File: src/rtl/agu_pkg.sv
package agu_pkg;
  typedef enum logic [1:0] {
    KIND_INDEX = 2'd0,
    KIND_BASE  = 2'd1,
    KIND_LEN   = 2'd2,
    KIND_MOD   = 2'd3
  } cfg_kind_e;
endpackage

File: src/rtl/agu_regfile.sv
module agu_regfile
  import agu_pkg::*;
#(
  parameter int AW    = 16,
  parameter int NPTR  = 4,
  localparam int PW   = $clog2(NPTR)
) (
  input  logic                     clk,
  input  logic                     rst_n,
  input  logic                     cfg_we,
  input  cfg_kind_e                cfg_kind,
  input  logic [PW-1:0]            cfg_slot,
  input  logic [AW-1:0]            cfg_wdata,
  input  logic                     wb_en,
  input  logic [PW-1:0]            wb_slot,
  input  logic [AW-1:0]            wb_data,
  output logic [NPTR-1:0][AW-1:0]  idx_q,
  output logic [NPTR-1:0][AW-1:0]  base_q,
  output logic [NPTR-1:0][AW-1:0]  len_q,
  output logic [NPTR-1:0][AW-1:0]  mod_q
);

  for (genvar g = 0; g < NPTR; g++) begin : g_slot
    logic hit;
    assign hit = cfg_we && (cfg_slot == PW'(g));

    always_ff @(posedge clk) begin
      if (!rst_n) begin
        idx_q[g]  <= '0;
        base_q[g] <= '0;
        len_q[g]  <= '0;
        mod_q[g]  <= '0;
      end else begin
        if (hit && cfg_kind == KIND_INDEX)   idx_q[g] <= cfg_wdata;
        else if (wb_en && wb_slot == PW'(g)) idx_q[g] <= wb_data;
        if (hit && cfg_kind == KIND_BASE)    base_q[g] <= cfg_wdata;
        if (hit && cfg_kind == KIND_LEN)     len_q[g]  <= cfg_wdata;
        if (hit && cfg_kind == KIND_MOD)     mod_q[g]  <= cfg_wdata;
      end
    end
  end

  // configuration write to an index wins over a write-back in the same cycle
  p_cfg_wins_r13: assert property (@(posedge clk) disable iff (!rst_n)
    (cfg_we && cfg_kind == KIND_INDEX && wb_en && wb_slot == cfg_slot)
    |=> idx_q[$past(cfg_slot)] == $past(cfg_wdata));

endmodule

File: src/rtl/agu_modify.sv
module agu_modify #(
  parameter int AW = 16
) (
  input  logic [AW-1:0] idx,
  input  logic [AW-1:0] base,
  input  logic [AW-1:0] len,
  input  logic [AW-1:0] modv,
  input  logic          brev,
  output logic [AW-1:0] res
);

  localparam int XW = AW + 2;

  function automatic logic [AW-1:0] bitrev(input logic [AW-1:0] v);
    logic [AW-1:0] r;
    for (int i = 0; i < AW; i++) r[i] = v[AW-1-i];
    return r;
  endfunction

  logic [AW-1:0]        rc_sum;
  logic [AW-1:0]        off;
  logic signed [XW-1:0] s_raw;
  logic signed [XW-1:0] s_wrap;
  logic signed [XW-1:0] lenx;
  logic [AW-1:0]        circ;

  always_comb begin
    rc_sum = bitrev(bitrev(idx) + bitrev(modv));

    off    = idx - base;
    lenx   = XW'({2'b00, len});
    s_raw  = $signed({2'b00, off}) + $signed({{2{modv[AW-1]}}, modv});
    if (s_raw < 0)          s_wrap = s_raw + lenx;
    else if (s_raw >= lenx) s_wrap = s_raw - lenx;
    else                    s_wrap = s_raw;

    if (len == '0) circ = idx + modv;
    else           circ = base + s_wrap[AW-1:0];

    res = brev ? rc_sum : circ;
  end

endmodule

File: src/rtl/cbuf_agu.sv
module cbuf_agu
  import agu_pkg::*;
#(
  parameter int AW   = 16,
  parameter int NPTR = 4,
  parameter int IMMW = 8,
  localparam int PW  = $clog2(NPTR)
) (
  input  logic            clk,
  input  logic            rst_n,
  input  logic            cfg_we,
  input  logic [1:0]      cfg_kind,
  input  logic [PW-1:0]   cfg_slot,
  input  logic [AW-1:0]   cfg_wdata,
  input  logic            req_valid,
  output logic            req_ready,
  input  logic [PW-1:0]   req_ptr,
  input  logic            req_use_imm,
  input  logic [IMMW-1:0] req_imm,
  input  logic [PW-1:0]   req_msel,
  input  logic            req_pre,
  input  logic            req_wb,
  input  logic            req_brev,
  output logic            res_valid,
  input  logic            res_ready,
  output logic [AW-1:0]   res_addr,
  output logic [AW-1:0]   res_index
);

  logic [NPTR-1:0][AW-1:0] idx_q, base_q, len_q, mod_q;
  logic                    accept, wb_en;
  logic [AW-1:0]           cur_idx, cur_base, cur_len, modv, new_idx;

  assign req_ready = !res_valid || res_ready;
  assign accept    = req_valid && req_ready;
  assign wb_en     = accept && !req_pre && req_wb;

  assign cur_idx  = idx_q[req_ptr];
  assign cur_base = base_q[req_ptr];
  assign cur_len  = len_q[req_ptr];
  assign modv     = req_use_imm ? AW'($signed(req_imm)) : mod_q[req_msel];

  agu_regfile #(.AW(AW), .NPTR(NPTR)) u_regs (
    .clk       (clk),
    .rst_n     (rst_n),
    .cfg_we    (cfg_we),
    .cfg_kind  (cfg_kind_e'(cfg_kind)),
    .cfg_slot  (cfg_slot),
    .cfg_wdata (cfg_wdata),
    .wb_en     (wb_en),
    .wb_slot   (req_ptr),
    .wb_data   (new_idx),
    .idx_q     (idx_q),
    .base_q    (base_q),
    .len_q     (len_q),
    .mod_q     (mod_q)
  );

  agu_modify #(.AW(AW)) u_mod (
    .idx  (cur_idx),
    .base (cur_base),
    .len  (cur_len),
    .modv (modv),
    .brev (req_brev),
    .res  (new_idx)
  );

  always_ff @(posedge clk) begin
    if (!rst_n) begin
      res_valid <= 1'b0;
      res_addr  <= '0;
      res_index <= '0;
    end else if (accept) begin
      res_valid <= 1'b1;
      res_addr  <= req_pre ? new_idx : cur_idx;
      res_index <= new_idx;
    end else if (res_ready) begin
      res_valid <= 1'b0;
    end
  end

  // accepted request is visible on the next edge
  p_accept_valid_r11: assert property (@(posedge clk) disable iff (!rst_n)
    accept |=> res_valid);

  // stalled output holds still
  p_stall_hold_r12: assert property (@(posedge clk) disable iff (!rst_n)
    (res_valid && !res_ready) |=> (res_valid && $stable(res_addr) && $stable(res_index)));

  // pre-modify leaves the index register alone
  p_pre_keeps_r5: assert property (@(posedge clk) disable iff (!rst_n)
    (accept && req_pre && !(cfg_we && cfg_kind == 2'd0 && cfg_slot == req_ptr))
    |=> idx_q[$past(req_ptr)] == $past(cur_idx));

  // circular result stays inside the window
  p_circ_in_window_r7: assert property (@(posedge clk) disable iff (!rst_n)
    (accept && !req_brev && cur_len != '0 && (cur_idx - cur_base) < cur_len
     && ($signed(modv) <= $signed({1'b0, cur_len}))
     && ($signed(modv) >= -$signed({1'b0, cur_len})))
    |=> (res_index - $past(cur_base)) < $past(cur_len));

endmodule

File: config.mk
export PLATFORM = sky130hd
export DESIGN_NAME = cbuf_agu
export DESIGN_NICKNAME = d
export VERILOG_FILES = /design/src/rtl/agu_pkg.sv /design/src/rtl/agu_regfile.sv /design/src/rtl/agu_modify.sv /design/src/rtl/cbuf_agu.sv
export SDC_FILE = /design/constraint.sdc
export NUM_CORES = 1
export LEC_CHECK = 0
export BUFFER_PORTS_ARGS = -buffer_cell sky130_fd_sc_hd__buf_2
export CAP_MARGIN = 10
export CORE_AREA = 4 4 181 200
export CTS_BUF_LIST = sky130_fd_sc_hd__clkbuf_16
export DETAILED_ROUTE_END_ITERATION = 7
export DIE_AREA = 0 0 185 204
export GPL_TIMING_DRIVEN = 0
export HOLD_SLACK_MARGIN = 0.15
export PLACE_DENSITY = 0.76
export SKIP_LAST_GASP = 1
export SLEW_MARGIN = 20
export SYNTH_ARGS = -nofsm -noshare
export SYNTH_HDL_FRONTEND = slang
export SYNTH_HIERARCHICAL = 1
export SYNTH_SLANG_ARGS = --single-unit
File: constraint.sdc
create_clock -name clk -period 10.2 [get_ports clk]
set_input_delay 2.04 -clock clk [delete_from_list [all_inputs] [get_ports clk]]
set_output_delay 2.04 -clock clk [all_outputs]
set_load 0.05 [all_outputs]
==> impl_metrics.yaml, run 1 <==
outcome:
  status: "finished, violations left"
  failed_checks: "setup timing"
die:
  dieArea_um2: 37700
  die_x_um: 185
  core_area_um2: 34100
  io_pins: 75
  initial_core_util: 0.564
  num_rows: 71
  die-height_um: 204
logic_synthesis:
  synth_edf_count: 0
  yosysUniqueCellTypes: 97
  async_flop_share: 0
  yosys_register_bits: 289
  synth.avg_cell_area_um2: 8.37
  synth_area_um2: 19300
  synth_nets: 2448
  syn_inst: 2301
  yosysWarningCount: 6
  synthFlopType: "dfxtp_1"
  synth_seq_area_share: 0.301
layout:
  antenna_cells: 0
  utilization: 0.655
  drive_gt1_frac: 0.177
  seq_area_um2: 5790
  nNetsFinal: 2614
  final_cell_mix: "289 x dfxtp_1, 238 x o21ai_0, 219 x nand3_1"
  n_fill_cell: 2810
  synthToLayoutAreaGrowth_pct: 16.0
  final_common_cell: "dfxtp_1"
  multi_input_area_um2: 12600
global_route:
  overflow: 0
  track_usage: 0.367
  grt_pass1_wl_um: 108000
  antenna_found_initial: 1
  first_global_vias: 19000
  grt_max_degree: 15
routing:
  vias_per_cell: 6.86
  ant_nets: 0
  drtPass1Iterations: 6
  finalWirelength_um: 73700
  wl_per_cell_um: 25.2
  drc: 0
  dr.first_iter.drc_count: 2371
  via_count: 20100
setup_path:
  start_kind: "primary input"
  reg2reg_to: "res_addr[15]$_SDFFE_PN0P_"
  crit_top_cell: "a21oi_2"
  cp.required_ns: 10.68
  timing.rr.start: "u_regs/idx_q[16]$_SDFFE_PN0P_"
  cp-endpoint: "res_addr[15]$_SDFFE_PN0P_"
  cpPeakStageDelay_ns: 0.58
  r2r_cells: 46
  rrSetupSlack_ns: 1.15
  crit_type: "in2reg"
  timing.critical_path.from: "req_ptr[0]"
  cp_slowest_cell: "mux4_2"
  critPathCaptureType: "flip-flop"
  crit_fanout: 6
  critPathArrivalTime_ns: 10.87
pwr:
  leakage_nw: 8.20
  total_power_mw: 4.45
  ir_drop_v: 0.000196
  p_per_area_nw_per_um2: 199
clock_tree:
  clkTransAtPathRegs_ns: 0.06
  numCtsBuffers: 30
  clock_tree.buffer_depth: 3
  htreeDepth: 1
  cts_root_buf: "clkbuf_16"
  clock_sinks: 289
  cts_tree: "done"
  clk-insertion-delay-late_ns: 0.57
  postCtsHoldBufs: 0
min_path:
  holdPathStages: 2
  hold_class: "reg2reg"
placement:
  dp_hpwl_um: 52300
  port_buffers: 50
  pre_cts_slack_ns: -2.03
  gp_congestion: 1.00
timing:
  setup_viol: 15
  fin_ws_ns: -0.194
  fmax_ghz: 0.0962
  skew_ns: 0.0163
  hold_viol: 0
  whs_ns: 0.477
  slew_headroom: 0.149
  rsz0062_at_grt: "yes"
  final.period_utilization: 1.02
  worst_pin_slew_ns: 1.26
  finalSetupTns_ns: -1.82
  slew_violations: 0
  fin_crit_ns: 10.39
run:
  drv_cap: 0
-- synthesized netlist by cell type (6+ instances only) --
cell / instances / share of area
dfxtp_1: 289 / 0.30
o21ai_0: 250 / 0.065
nand3_1: 221 / 0.057
nand2_1: 179 / 0.035
a21boi_0: 172 / 0.067
clkbuf_1: 118 / 0.023
a21oi_1: 117 / 0.030
ha_1: 99 / 0.064
inv_1: 87 / 0.017
o31ai_1: 68 / 0.027
nor2_1: 67 / 0.013
a31oi_1: 66 / 0.021
buf_2: 62 / 0.016
mux4_2: 48 / 0.056
xnor2_1: 33 / 0.015
buf_1: 25 / 0.0049
mux2i_1: 23 / 0.012
o22ai_1: 22 / 0.0071
a21boi_1: 21 / 0.0082
a21o_1: 19 / 0.0074
nor3_1: 17 / 0.0044
o21bai_1: 17 / 0.0066
a211oi_1: 16 / 0.0062
mux4_1: 16 / 0.022
buf_6: 15 / 0.0088
xor2_1: 15 / 0.0068
nor2b_1: 12 / 0.0039
nand2b_1: 11 / 0.0036
o211ai_1: 11 / 0.0043
buf_4: 10 / 0.0039
o21a_1: 10 / 0.0039
nor4_1: 8 / 0.0026
a22oi_1: 7 / 0.0027
fa_1: 7 / 0.0073
mux2_2: 7 / 0.0041
nand4_1: 7 / 0.0023
and3_1: 6 / 0.0019
o221ai_1: 6 / 0.0027
or3_1: 6 / 0.0019
-- layout make-up --
class,count,share of cell area
buffer,231,0.0531
clock inverter,25,0.00846
tap,438,0.0245
inverter,89,0.0150
clock buffer,31,0.0347
multi-input combinational,1691,0.562
timing repair buffer,135,0.0430
sequential,289,0.259
-- layer usage --
layer	global-route usage	routed length (um)	vias up
li1	-	-	8828
met1	0.455	26800	9532
met2	0.591	33600	1386
met3	0.0885	8440	336
met4	0.194	4830	2
met5	0	13	-
-- worst max-delay path: cells and delay by family --
family                     cells  cell delay [ns]
and+or+nand+nor                4             0.56
xor gates and xnor gates       3             0.61
muxes                          2             0.66
buffers and inverters         11             1.36
adders and majority gates      5             1.38
AOI/OAI and AO/OA             23             4.25
-- cells by family (layout without fill, tap and decap cells) --
logic type                 count (synthesis)  after routing  share of synthesized area
AOI/OAI and AO/OA                        870            870                      0.295
and+or+nand+nor                          573            573                      0.142
buffers and inverters                    321            511                     0.0753
DFF                                      289            289                      0.301
adders and majority gates                106            106                     0.0716
muxes                                     94             94                     0.0940
xor gates and xnor gates                  48             48                     0.0218
-- what timing repair did --
| item | CTS | global route |
|---|---|---|
| buffers inserted | 45 | 40 |
| setup endpoints to repair | 90 | 80 |
| resized for setup | 52 | 91 |
| pin swaps | 35 | 70 |
| cloned | 0 | 1 |
-- power breakdown --
part | internal, mW | switching [mW] | total [mW]
sequential | 1.16 | 0.0163 | 1.17
combinational | 0.939 | 1.24 | 2.18
clock | 0.622 | 0.472 | 1.09
-- flip-flops by register name, indices dropped and copies added, names as in the netlist --
register	count
u_regs/len_q	64
u_regs/idx_q	64
u_regs/mod_q	64
res_valid	1
res_index	16
u_regs/base_q	64
res_addr	16
-- worst min path at each step --
stage / from / end
after detailed placement: u_regs/idx_q[54]$_SDFFE_PN0P_ / u_regs/idx_q[54]$_SDFFE_PN0P_
after CTS: u_regs/idx_q[54]$_SDFFE_PN0P_ / u_regs/idx_q[54]$_SDFFE_PN0P_
final: u_regs/len_q[54]$_SDFFE_PN0P_ / u_regs/len_q[54]$_SDFFE_PN0P_
after global placement: u_regs/mod_q[57]$_SDFFE_PN0P_ / u_regs/mod_q[57]$_SDFFE_PN0P_
after global routing: res_index[10]$_SDFFE_PN0P_ / res_index[10]$_SDFFE_PN0P_
after floorplan: u_regs/idx_q[46]$_SDFFE_PN0P_ / u_regs/idx_q[46]$_SDFFE_PN0P_
-- per-stage QoR --
stage,instance area (um2),instances
after floorplan,19300,2301
after global placement,20100,2789
after detailed placement,20100,2789
after CTS,21600,2889
after global routing,22300,2929
final,22300,2929
No activity file was read; power rests on OpenSTA's default activity.
==> inputs of run 2 (changes only) <==
RECOVER_POWER = 100   (was not set)
==> impl_metrics.yaml, run 2 (synthesis gave the netlist of run 1 again) <==
placement:
  dp_hpwl_um: 52300
  port_buffers: 50
  gp_congestion: 1.00
  place_area_um2: 20100
die:
  core_area_um2: 34100
  initial_core_util: 0.564
  num_rows: 71
  io_pins: 75
  dieArea_um2: 37700
  die_x_um: 185
  die-height_um: 204
setup_path:
  critPathCaptureType: "flip-flop"
  cp_slowest_cell: "mux4_2"
  rrSetupSlack_ns: 1.14
  crit_type: "in2reg"
  critPathArrivalTime_ns: 10.88
  crit_fanout: 6
  start_kind: "primary input"
  cpPeakStageDelay_ns: 0.58
  cp.required_ns: 10.68
global_route:
  first_global_vias: 19000
  grt_max_degree: 15
  antenna_found_initial: 1
  overflow: 0
  track_usage: 0.367
  grt_pass1_wl_um: 108000
timing:
  worst_pin_slew_ns: 1.30
  slew_headroom: 0.121
  fin_crit_ns: 10.41
  skew_ns: 0.0114
  hold_viol: 0
  final.period_utilization: 1.02
  rsz0062_at_grt: "yes"
  slew_violations: 0
  fin_ws_ns: -0.206
  fmax_ghz: 0.0961
  setup_viol: 15
layout:
  final_area_um2: 22300
  n_fill_cell: 2837
  utilization: 0.653
  nNetsFinal: 2614
  drive_gt1_frac: 0.160
  final_cell_mix: "289 x dfxtp_1, 238 x o21ai_0, 219 x nand3_1"
  final_common_cell: "dfxtp_1"
  synthToLayoutAreaGrowth_pct: 15.7
routing:
  via_count: 20100
  vias_per_cell: 6.85
  drc: 0
  wl_per_cell_um: 25.1
  drtPass1Iterations: 6
  ant_nets: 0
  dr.first_iter.drc_count: 2465
  finalWirelength_um: 73700
outcome:
  failed_checks: "setup timing"
  status: "finished, violations left"
clock_tree:
  postCtsHoldBufs: 0
  cts_tree: "done"
  clock_tree.buffer_depth: 3
  cts_root_buf: "clkbuf_16"
  clkTransAtPathRegs_ns: 0.06
  clk-insertion-delay-late_ns: 0.57
  htreeDepth: 1
  clock_sinks: 289
  numCtsBuffers: 30
pwr:
  ir_drop_v: 0.000196
  p_per_area_nw_per_um2: 199
  leakage_nw: 8.02
run:
  drv_cap: 0
min_path:
  hold_class: "reg2reg"
[run 2: changes by cell type in the layout (fill, tap and decap cells not counted)]
cell,before,now
a21boi_0,171,187
clkbuf_1,117,168
buf_2,107,63
diode_2,0,1
buf_1,24,17
a21boi_1,22,6
[run 2: metrics by stage]
| stage | power [mW] | hold WS, ns | setup WS [ns] | std cells | setup TNS, ns |
|---|---|---|---|---|---|
| floorplan | 2.30 | 0.445 | 0.0164 | 2301 | 0 |
| global placement | 2.66 | 0.457 | -1.88 | 2789 | -104.33 |
| detailed placement | 2.70 | 0.465 | -2.03 | 2789 | -121.72 |
| CTS | 4.00 | 0.475 | 0.00208 | 2889 | 0 |
| global route | 4.59 | 0.491 | -0.549 | 2929 | -11.28 |
| finish | 4.44 | 0.476 | -0.206 | 2930 | -1.81 |
[run 2: final cells by class]
class	instances	area, um2	share of cell area
clock buffers	31	776	0.0348
well taps	438	548	0.0246
diodes	1	2.50	0.000112
multi-input cells	1691	12600	0.564
repair buffers	135	916	0.0411
flip-flops and latches	289	5790	0.260
plain buffers	231	1180	0.0528
clock inverters	25	189	0.00848
inverters	89	334	0.0150
[run 2: what timing repair did]
action | in CTS | in global routing
pin swaps | 35 | 70
gates cloned | 0 | 1
buffers inserted | 45 | 40
setup endpoints to repair | 90 | 80
resized for setup | 52 | 91
[run 2: critical path, delay by kind of cell]
kind,cells,cell delay (ns)
compound gates,21,3.62
fa+ha+maj,5,1.59
buf+inv,10,1.21
simple gates,5,0.95
xor+xnor,3,0.80
mux,2,0.66
[run 2: worst paths after layout]
check,start,cells past startpoint,to
setup / recovery,req_ptr[0],46,res_addr[15]$_SDFFE_PN0P_
hold / removal,u_regs/idx_q[31]$_SDFFE_PN0P_,2,u_regs/idx_q[31]$_SDFFE_PN0P_
setup reg to reg,u_regs/idx_q[16]$_SDFFE_PN0P_,44,res_addr[15]$_SDFFE_PN0P_
hold reg to reg,u_regs/idx_q[31]$_SDFFE_PN0P_,2,u_regs/idx_q[31]$_SDFFE_PN0P_
[run 2: metal layers]
layer / routed length (um) / GRT usage / up-vias
met5: 13 / 0 / -
met4: 5130 / 0.194 / 2
met3: 8490 / 0.0885 / 361
met1: 26700 / 0.455 / 9543
li1: - / - / 8827
met2: 33300 / 0.591 / 1341
[run 2: where the power goes]
group | leakage, nW | switching, mW | internal [mW]
Clock | 0.499 | 0.471 | 0.622
Combinational | 5.18 | 1.24 | 0.935
Sequential | 2.34 | 0.0167 | 1.16
Total | 8.02 | 1.73 | 2.72
